--- src/rtl/vlf_pkg.sv ---
package vlf_pkg;
  localparam int unsigned WORD_W = 32;
  localparam int unsigned OPC_W  = 8;
  localparam int unsigned SEL_W  = 3;
  localparam int unsigned IMM_W  = 16;
  localparam int unsigned LEN_W  = 3;

  typedef enum logic [1:0] {
    LSZ_BYTE  = 2'b00,
    LSZ_HALF  = 2'b01,
    LSZ_WORD  = 2'b10,
    LSZ_WORD2 = 2'b11
  } lit_size_e;

  typedef struct packed {
    logic [SEL_W-1:0] sel_a;
    logic             pop_a;
    logic [SEL_W-1:0] sel_b;
    logic             pop_b;
  } stk_ctl_t;
endpackage

--- src/rtl/vlf_decode.sv ---
module vlf_decode
  import vlf_pkg::*;
(
  input  logic [WORD_W-1:0] word,
  output logic [LEN_W-1:0]  len,
  output stk_ctl_t          stk,
  output logic [IMM_W-1:0]  imm,
  output logic              is_lit,
  output lit_size_e         lit_size
);
  localparam int unsigned IMM_LANES = IMM_W / 8;

  logic [OPC_W-1:0] opc;
  logic             has_stk;

  always_comb begin
    opc     = word[OPC_W-1:0];
    len     = {1'b0, opc[7:6]} + 3'd1;
    has_stk = (opc[7:6] != 2'b00);
    if (has_stk) begin
      stk.sel_a = word[10:8];
      stk.pop_a = word[11];
      stk.sel_b = word[14:12];
      stk.pop_b = word[15];
    end else begin
      stk = '0;
    end
    is_lit   = (opc[5:3] == 3'b111);
    lit_size = lit_size_e'(opc[1:0]);
  end

  for (genvar ln = 0; ln < IMM_LANES; ln++) begin : g_imm_lane
    always_comb begin
      if (len > LEN_W'(ln + 2))
        imm[8*ln +: 8] = word[16 + 8*ln +: 8];
      else
        imm[8*ln +: 8] = 8'h00;
    end
  end
endmodule

--- src/rtl/vlf_literal.sv ---
module vlf_literal
  import vlf_pkg::*;
(
  input  logic              is_lit,
  input  lit_size_e         lit_size,
  input  logic [WORD_W-1:0] rdata,
  output logic [LEN_W-1:0]  nbytes,
  output logic [WORD_W-1:0] value
);
  always_comb begin
    nbytes = '0;
    value  = '0;
    if (is_lit) begin
      unique case (lit_size)
        LSZ_BYTE: begin
          nbytes = 3'd1;
          value  = {{(WORD_W-8){rdata[7]}}, rdata[7:0]};
        end
        LSZ_HALF: begin
          nbytes = 3'd2;
          value  = {{(WORD_W-16){rdata[15]}}, rdata[15:0]};
        end
        default: begin
          nbytes = 3'd4;
          value  = rdata;
        end
      endcase
    end
  end
endmodule

--- src/rtl/vlf_pc_reg.sv ---
module vlf_pc_reg #(
  parameter int unsigned        ADDR_W   = 16,
  parameter logic [ADDR_W-1:0]  RESET_PC = '0
) (
  input  logic              clk,
  input  logic              rst_n,
  input  logic              redirect_en,
  input  logic [ADDR_W-1:0] redirect_pc,
  input  logic              fire,
  input  logic [ADDR_W-1:0] step,
  output logic [ADDR_W-1:0] pc
);
  logic [ADDR_W-1:0] pc_nxt;
  logic              pc_en;

  always_comb begin
    pc_en = redirect_en | fire;
    if (redirect_en) pc_nxt = redirect_pc;
    else             pc_nxt = pc + step;
  end

  always_ff @(posedge clk or negedge rst_n) begin
    if (!rst_n)     pc <= RESET_PC;
    else if (pc_en) pc <= pc_nxt;
  end

  AST_STALL_HOLDS_PC: assert property (@(posedge clk) disable iff (!rst_n)
    (!redirect_en && !fire) |=> $stable(pc));
  AST_ACCEPT_ADVANCES: assert property (@(posedge clk) disable iff (!rst_n)
    (fire && !redirect_en) |=> (pc == $past(pc) + $past(step)));
  AST_REDIRECT_LOADS: assert property (@(posedge clk) disable iff (!rst_n)
    redirect_en |=> (pc == $past(redirect_pc)));
endmodule

--- src/rtl/vlf_fetch.sv ---
module vlf_fetch
  import vlf_pkg::*;
#(
  parameter int unsigned       ADDR_W   = 16,
  parameter logic [ADDR_W-1:0] RESET_PC = '0
) (
  input  logic              clk,
  input  logic              rst_n,
  output logic [ADDR_W-1:0] imem_addr,
  input  logic [31:0]       imem_word,
  input  logic              redirect_en,
  input  logic [ADDR_W-1:0] redirect_pc,
  input  logic              out_ready,
  output logic              out_valid,
  output logic [ADDR_W-1:0] out_pc,
  output logic [7:0]        out_opcode,
  output logic [2:0]        out_len,
  output logic [2:0]        out_sel_a,
  output logic              out_pop_a,
  output logic [2:0]        out_sel_b,
  output logic              out_pop_b,
  output logic [15:0]       out_imm,
  output logic              dmem_req,
  output logic [ADDR_W-1:0] dmem_addr,
  output logic [1:0]        dmem_size,
  input  logic [31:0]       dmem_rdata,
  output logic [31:0]       out_lit
);
  localparam int unsigned PAD_W = ADDR_W - LEN_W;

  logic [ADDR_W-1:0] pc;
  logic [LEN_W-1:0]  len;
  logic [LEN_W-1:0]  lit_nbytes;
  logic [ADDR_W-1:0] step;
  stk_ctl_t          stk;
  logic              is_lit;
  lit_size_e         lit_size;
  logic              fire;

  vlf_decode u_decode (
    .word     (imem_word),
    .len      (len),
    .stk      (stk),
    .imm      (out_imm),
    .is_lit   (is_lit),
    .lit_size (lit_size)
  );

  vlf_literal u_literal (
    .is_lit   (is_lit),
    .lit_size (lit_size),
    .rdata    (dmem_rdata),
    .nbytes   (lit_nbytes),
    .value    (out_lit)
  );

  always_comb begin
    out_valid  = ~redirect_en;
    fire       = out_valid & out_ready;
    step       = {{PAD_W{1'b0}}, len} + {{PAD_W{1'b0}}, lit_nbytes};
    imem_addr  = pc;
    out_pc     = pc;
    out_opcode = imem_word[7:0];
    out_len    = len;
    out_sel_a  = stk.sel_a;
    out_pop_a  = stk.pop_a;
    out_sel_b  = stk.sel_b;
    out_pop_b  = stk.pop_b;
    dmem_req   = out_valid & is_lit;
    dmem_addr  = pc + {{PAD_W{1'b0}}, len};
    dmem_size  = lit_size;
  end

  vlf_pc_reg #(.ADDR_W(ADDR_W), .RESET_PC(RESET_PC)) u_pc (
    .clk         (clk),
    .rst_n       (rst_n),
    .redirect_en (redirect_en),
    .redirect_pc (redirect_pc),
    .fire        (fire),
    .step        (step),
    .pc          (pc)
  );

  AST_REDIRECT_BLOCKS_REQ: assert property (@(posedge clk) disable iff (!rst_n)
    redirect_en |-> (!out_valid && !dmem_req));
  AST_SHORT_NO_STACK: assert property (@(posedge clk) disable iff (!rst_n)
    (out_len == 3'd1) |-> ({out_sel_a, out_pop_a, out_sel_b, out_pop_b} == 8'h00));
  AST_SHORT_NO_IMM: assert property (@(posedge clk) disable iff (!rst_n)
    (out_len <= 3'd2) |-> (out_imm == 16'h0000));
  AST_BYTE_LIT_SEXT: assert property (@(posedge clk) disable iff (!rst_n)
    (dmem_req && dmem_size == 2'b00) |-> (out_lit[31:8] == {24{out_lit[7]}}));
  AST_NO_REQ_PLAIN: assert property (@(posedge clk) disable iff (!rst_n)
    (out_opcode[5:3] != 3'b111) |-> (!dmem_req && out_lit == 32'h0));
endmodule

--- config.mk ---
export PLATFORM = sky130hd
export DESIGN_NAME = vlf_fetch
export DESIGN_NICKNAME = d
export VERILOG_FILES = /design/src/rtl/vlf_pkg.sv /design/src/rtl/vlf_decode.sv /design/src/rtl/vlf_literal.sv /design/src/rtl/vlf_pc_reg.sv /design/src/rtl/vlf_fetch.sv
export SDC_FILE = /design/constraint.sdc
export NUM_CORES = 1
export LEC_CHECK = 0
export CAP_MARGIN = 20
export CORE_MARGIN = 4
export CORE_UTILIZATION = 33
export DETAILED_ROUTE_END_ITERATION = 10
export PLACE_DENSITY = 0.8
export SETUP_SLACK_MARGIN = 0.1
export SKIP_CTS_REPAIR_TIMING = 1
export SYNTH_ARGS = -nofsm -noshare
export SYNTH_HDL_FRONTEND = slang
export SYNTH_HIERARCHICAL = 1
export SYNTH_SLANG_ARGS = --single-unit
--- constraint.sdc ---
create_clock -name clk -period 3.26 [get_ports clk]
set_input_delay 0.978 -clock clk [delete_from_list [all_inputs] [get_ports clk]]
set_output_delay 0.978 -clock clk [all_outputs]
set_load 0.005 [all_outputs]
==> out/qor.csv <==
metric,value,unit
library cells used by synthesis,57,
CTS root buf,clkbuf_8,
Synth top cells by count,"buf_4 (27), o21ai_0 (27), ha_1 (25)",
Max VDD drop,0.000204,V
setup ws final,-0.516,ns
max reg flops,16,
CTS H-tree lvls,1,
initial antenna violation count,1,
routed via count,3640,
post-synth top area share,13.9,%
worst-margin pin slew,0.798,ns
die height,102,um
RSZ-0062 raised after global routing,yes,
first-pass GRT wire length,17.9,mm
vias in the first global route,3538,
number of flops mapped to enable cells by yosys,0,
CP Launch Point,imem_word[5],
netlist area before placement,2890,um2
status,"complete, but fails checks",
Final Util,68.0,%
WP buf/inv,3,
port bufs,200,
hold_ws,0.731,ns
min-delay worst type,flip-flop to flip-flop,
Initial Util,34.5,%
Top Registers,u_pc/pc x16,
Fin Clk Skew,0.00340,ns
Top delay family on crit path,compound AO/OA/AOI/OAI gates,
Synth area leaders,"dfrtp_1 (14%), ha_1 (11%), buf_4 (7.0%)",
leakage power,2.66,nW
Final Net Count,702,
register area share after synthesis,13.9,%
detailed placement HPWL,10.2,mm
crit end category,flip-flop,
HP Start,u_pc/pc[6],
vias per cell,5.24,
Max Clk Rate,265,MHz
Power Density,264,nW/um2
"flops & latches, synth",16,
"Largest stage delay, worst path",0.34,ns
post-synth top area cell,dfrtp_1,
final wirelength,12.9,mm
Rel. slew slack,46.6,%
row cnt,33,
Fillers,623,
# DRC,0,
die area,10300,um2
Critical Path RT,3.39,ns
ys async rst share,100,%
clock latency on the worst-skew pair,0.25,ns
Setup WS pre-CTS,-1.21,ns
Placed Cells incl. Taps,678,
P&R area growth vs syn,97.2,%
post-synthesis cell count,355,
gpl congestion,0.938,
Overall Global Routing Usage,21.7,%
CTS tree,built,
clock sinks,16,
total core area,8380,um2
RR Startpoint,u_pc/pc[5],
"Critical Path, Cell by Cell",buf_6 -> and3_4 -> inv_4 -> nor3_4 -> ha_2 -> inv_2 -> fa_2 -> xnor2_2 -> ha_1 -> a21oi_2 -> a21oi_2 -> o31a_1 -> o31a_1 -> o21ai_1 -> or3b_1,
Pre-antenna DRT Iters,4,
CTS max path bufs,2,
WL/cell,18.5,um
post-route ant nets,0,
largest net degree at the start of global routing,33,
Worst setup SP type,input pin,
layout cells sized above 1,30.4,%
fin cells,695,
final number of hold-violating endpoints,0,
YS warnings,6,
"slowest stage cell, crit path",fa_2,
Mean Syn Cell Area,8.14,um2
CP max FO,3,
setup violators final,32,
Final TNS setup,-8.48,ns
Final Slew Violations,0,
Final min period,3.78,ns
DP Area,5230,um2
worst setup path class,input pin to flip-flop,
clk slew on worst S/H paths,0.07,ns
IO Pins,203,
drt initial violations,118,
failing checks,setup timing,
Die W,102,um
Final period util,116,%
Arrival @ worst endpoint,3.91,ns
grt ovf,0,
Reg with most FFs,u_pc/pc,
main flop type after synthesis,dfrtp_1,
Power Total,1.50,mW
final instance area,5700,um2
max_cap viols,0,
Num CTS Buffers,3,
==> cells in the final DEF (no fill, tap or decap), types with 5 or more instances in the layout <==
cell	instances
o21ai_1	9
buf_4	45
clkbuf_2	6
a211oi_2	14
a21oi_1	8
nor2b_1	24
o21ai_0	17
nor3b_2	8
a21oi_2	15
dfrtp_1	16
and2_1	17
inv_1	9
nor2_1	10
conb_1	15
xnor2_1	10
clkdlybuf4s50_1	153
dlymetal6s2s_1	22
and2b_1	5
xor2_1	7
a22oi_1	5
ha_4	6
mux2i_1	6
buf_6	15
a21o_1	7
xnor2_2	6
ha_1	16
buf_2	13
nand2_1	16
==> layout make-up <==
class,instances,area [um2],area share (%)
clock buffer,4,55.1,0.966
tap,105,131,2.31
multi-input combinational,297,2570,45.1
antenna,1,2.50,0.0439
inverter,14,58.8,1.03
sequential,16,400,7.03
timing repair buffer,258,2480,43.5
==> layer usage <==
metal | global-route usage (%) | up-vias | routed length [um]
met5 | 0 | - | 0
met4 | 6.95 | 0 | 298
met3 | 3.37 | 30 | 1020
met2 | 41.0 | 157 | 6800
met1 | 24.7 | 1762 | 4760
li1 | - | 1691 | -
==> report_power, final <==
group | switching (mW) | internal [mW]
Sequential | 0.0512 | 0.225
Combinational | 0.461 | 0.584
Clock | 0.0722 | 0.107
Total | 0.585 | 0.917
==> path summary, 6_finish.rpt <==
kind                                    end  slack (ns)  depth (start not counted)
worst max-delay path            u_pc/pc[13]       -0.52                         15
min in group asynchronous        u_pc/pc[6]        1.19                          1
max in group asynchronous       u_pc/pc[15]        1.58                          1
worst min-delay path             u_pc/pc[6]        0.73                          3
worst max register to register  u_pc/pc[13]        0.59                          8
worst min register to register   u_pc/pc[6]        0.73                          3
==> cells by family (layout without fill, tap and decap cells) <==
kind of cell	count (synthesis)	in the layout	share of synthesized area, %
other	1	16	0.130
AND/OR/NAND/NOR	120	120	25.8
buffers and inverters	56	276	12.0
XOR/XNOR	24	24	7.28
AO/OA/AOI/OAI	103	103	25.5
flip-flops	16	16	13.9
adder cells (fa/ha/maj)	28	28	12.9
multiplexers	7	7	2.56
==> worst reg2reg max path, stage by stage, from the launching register on <==
cell	delay, ns
dfrtp_1	0.39
buf_4	0.19
ha_1	0.35
o21ai_0	0.49
nor2_2	0.12
o31a_1	0.28
o31a_1	0.27
o21ai_1	0.12
or3b_1	0.34
No activity file was read; power rests on OpenSTA's default activity.
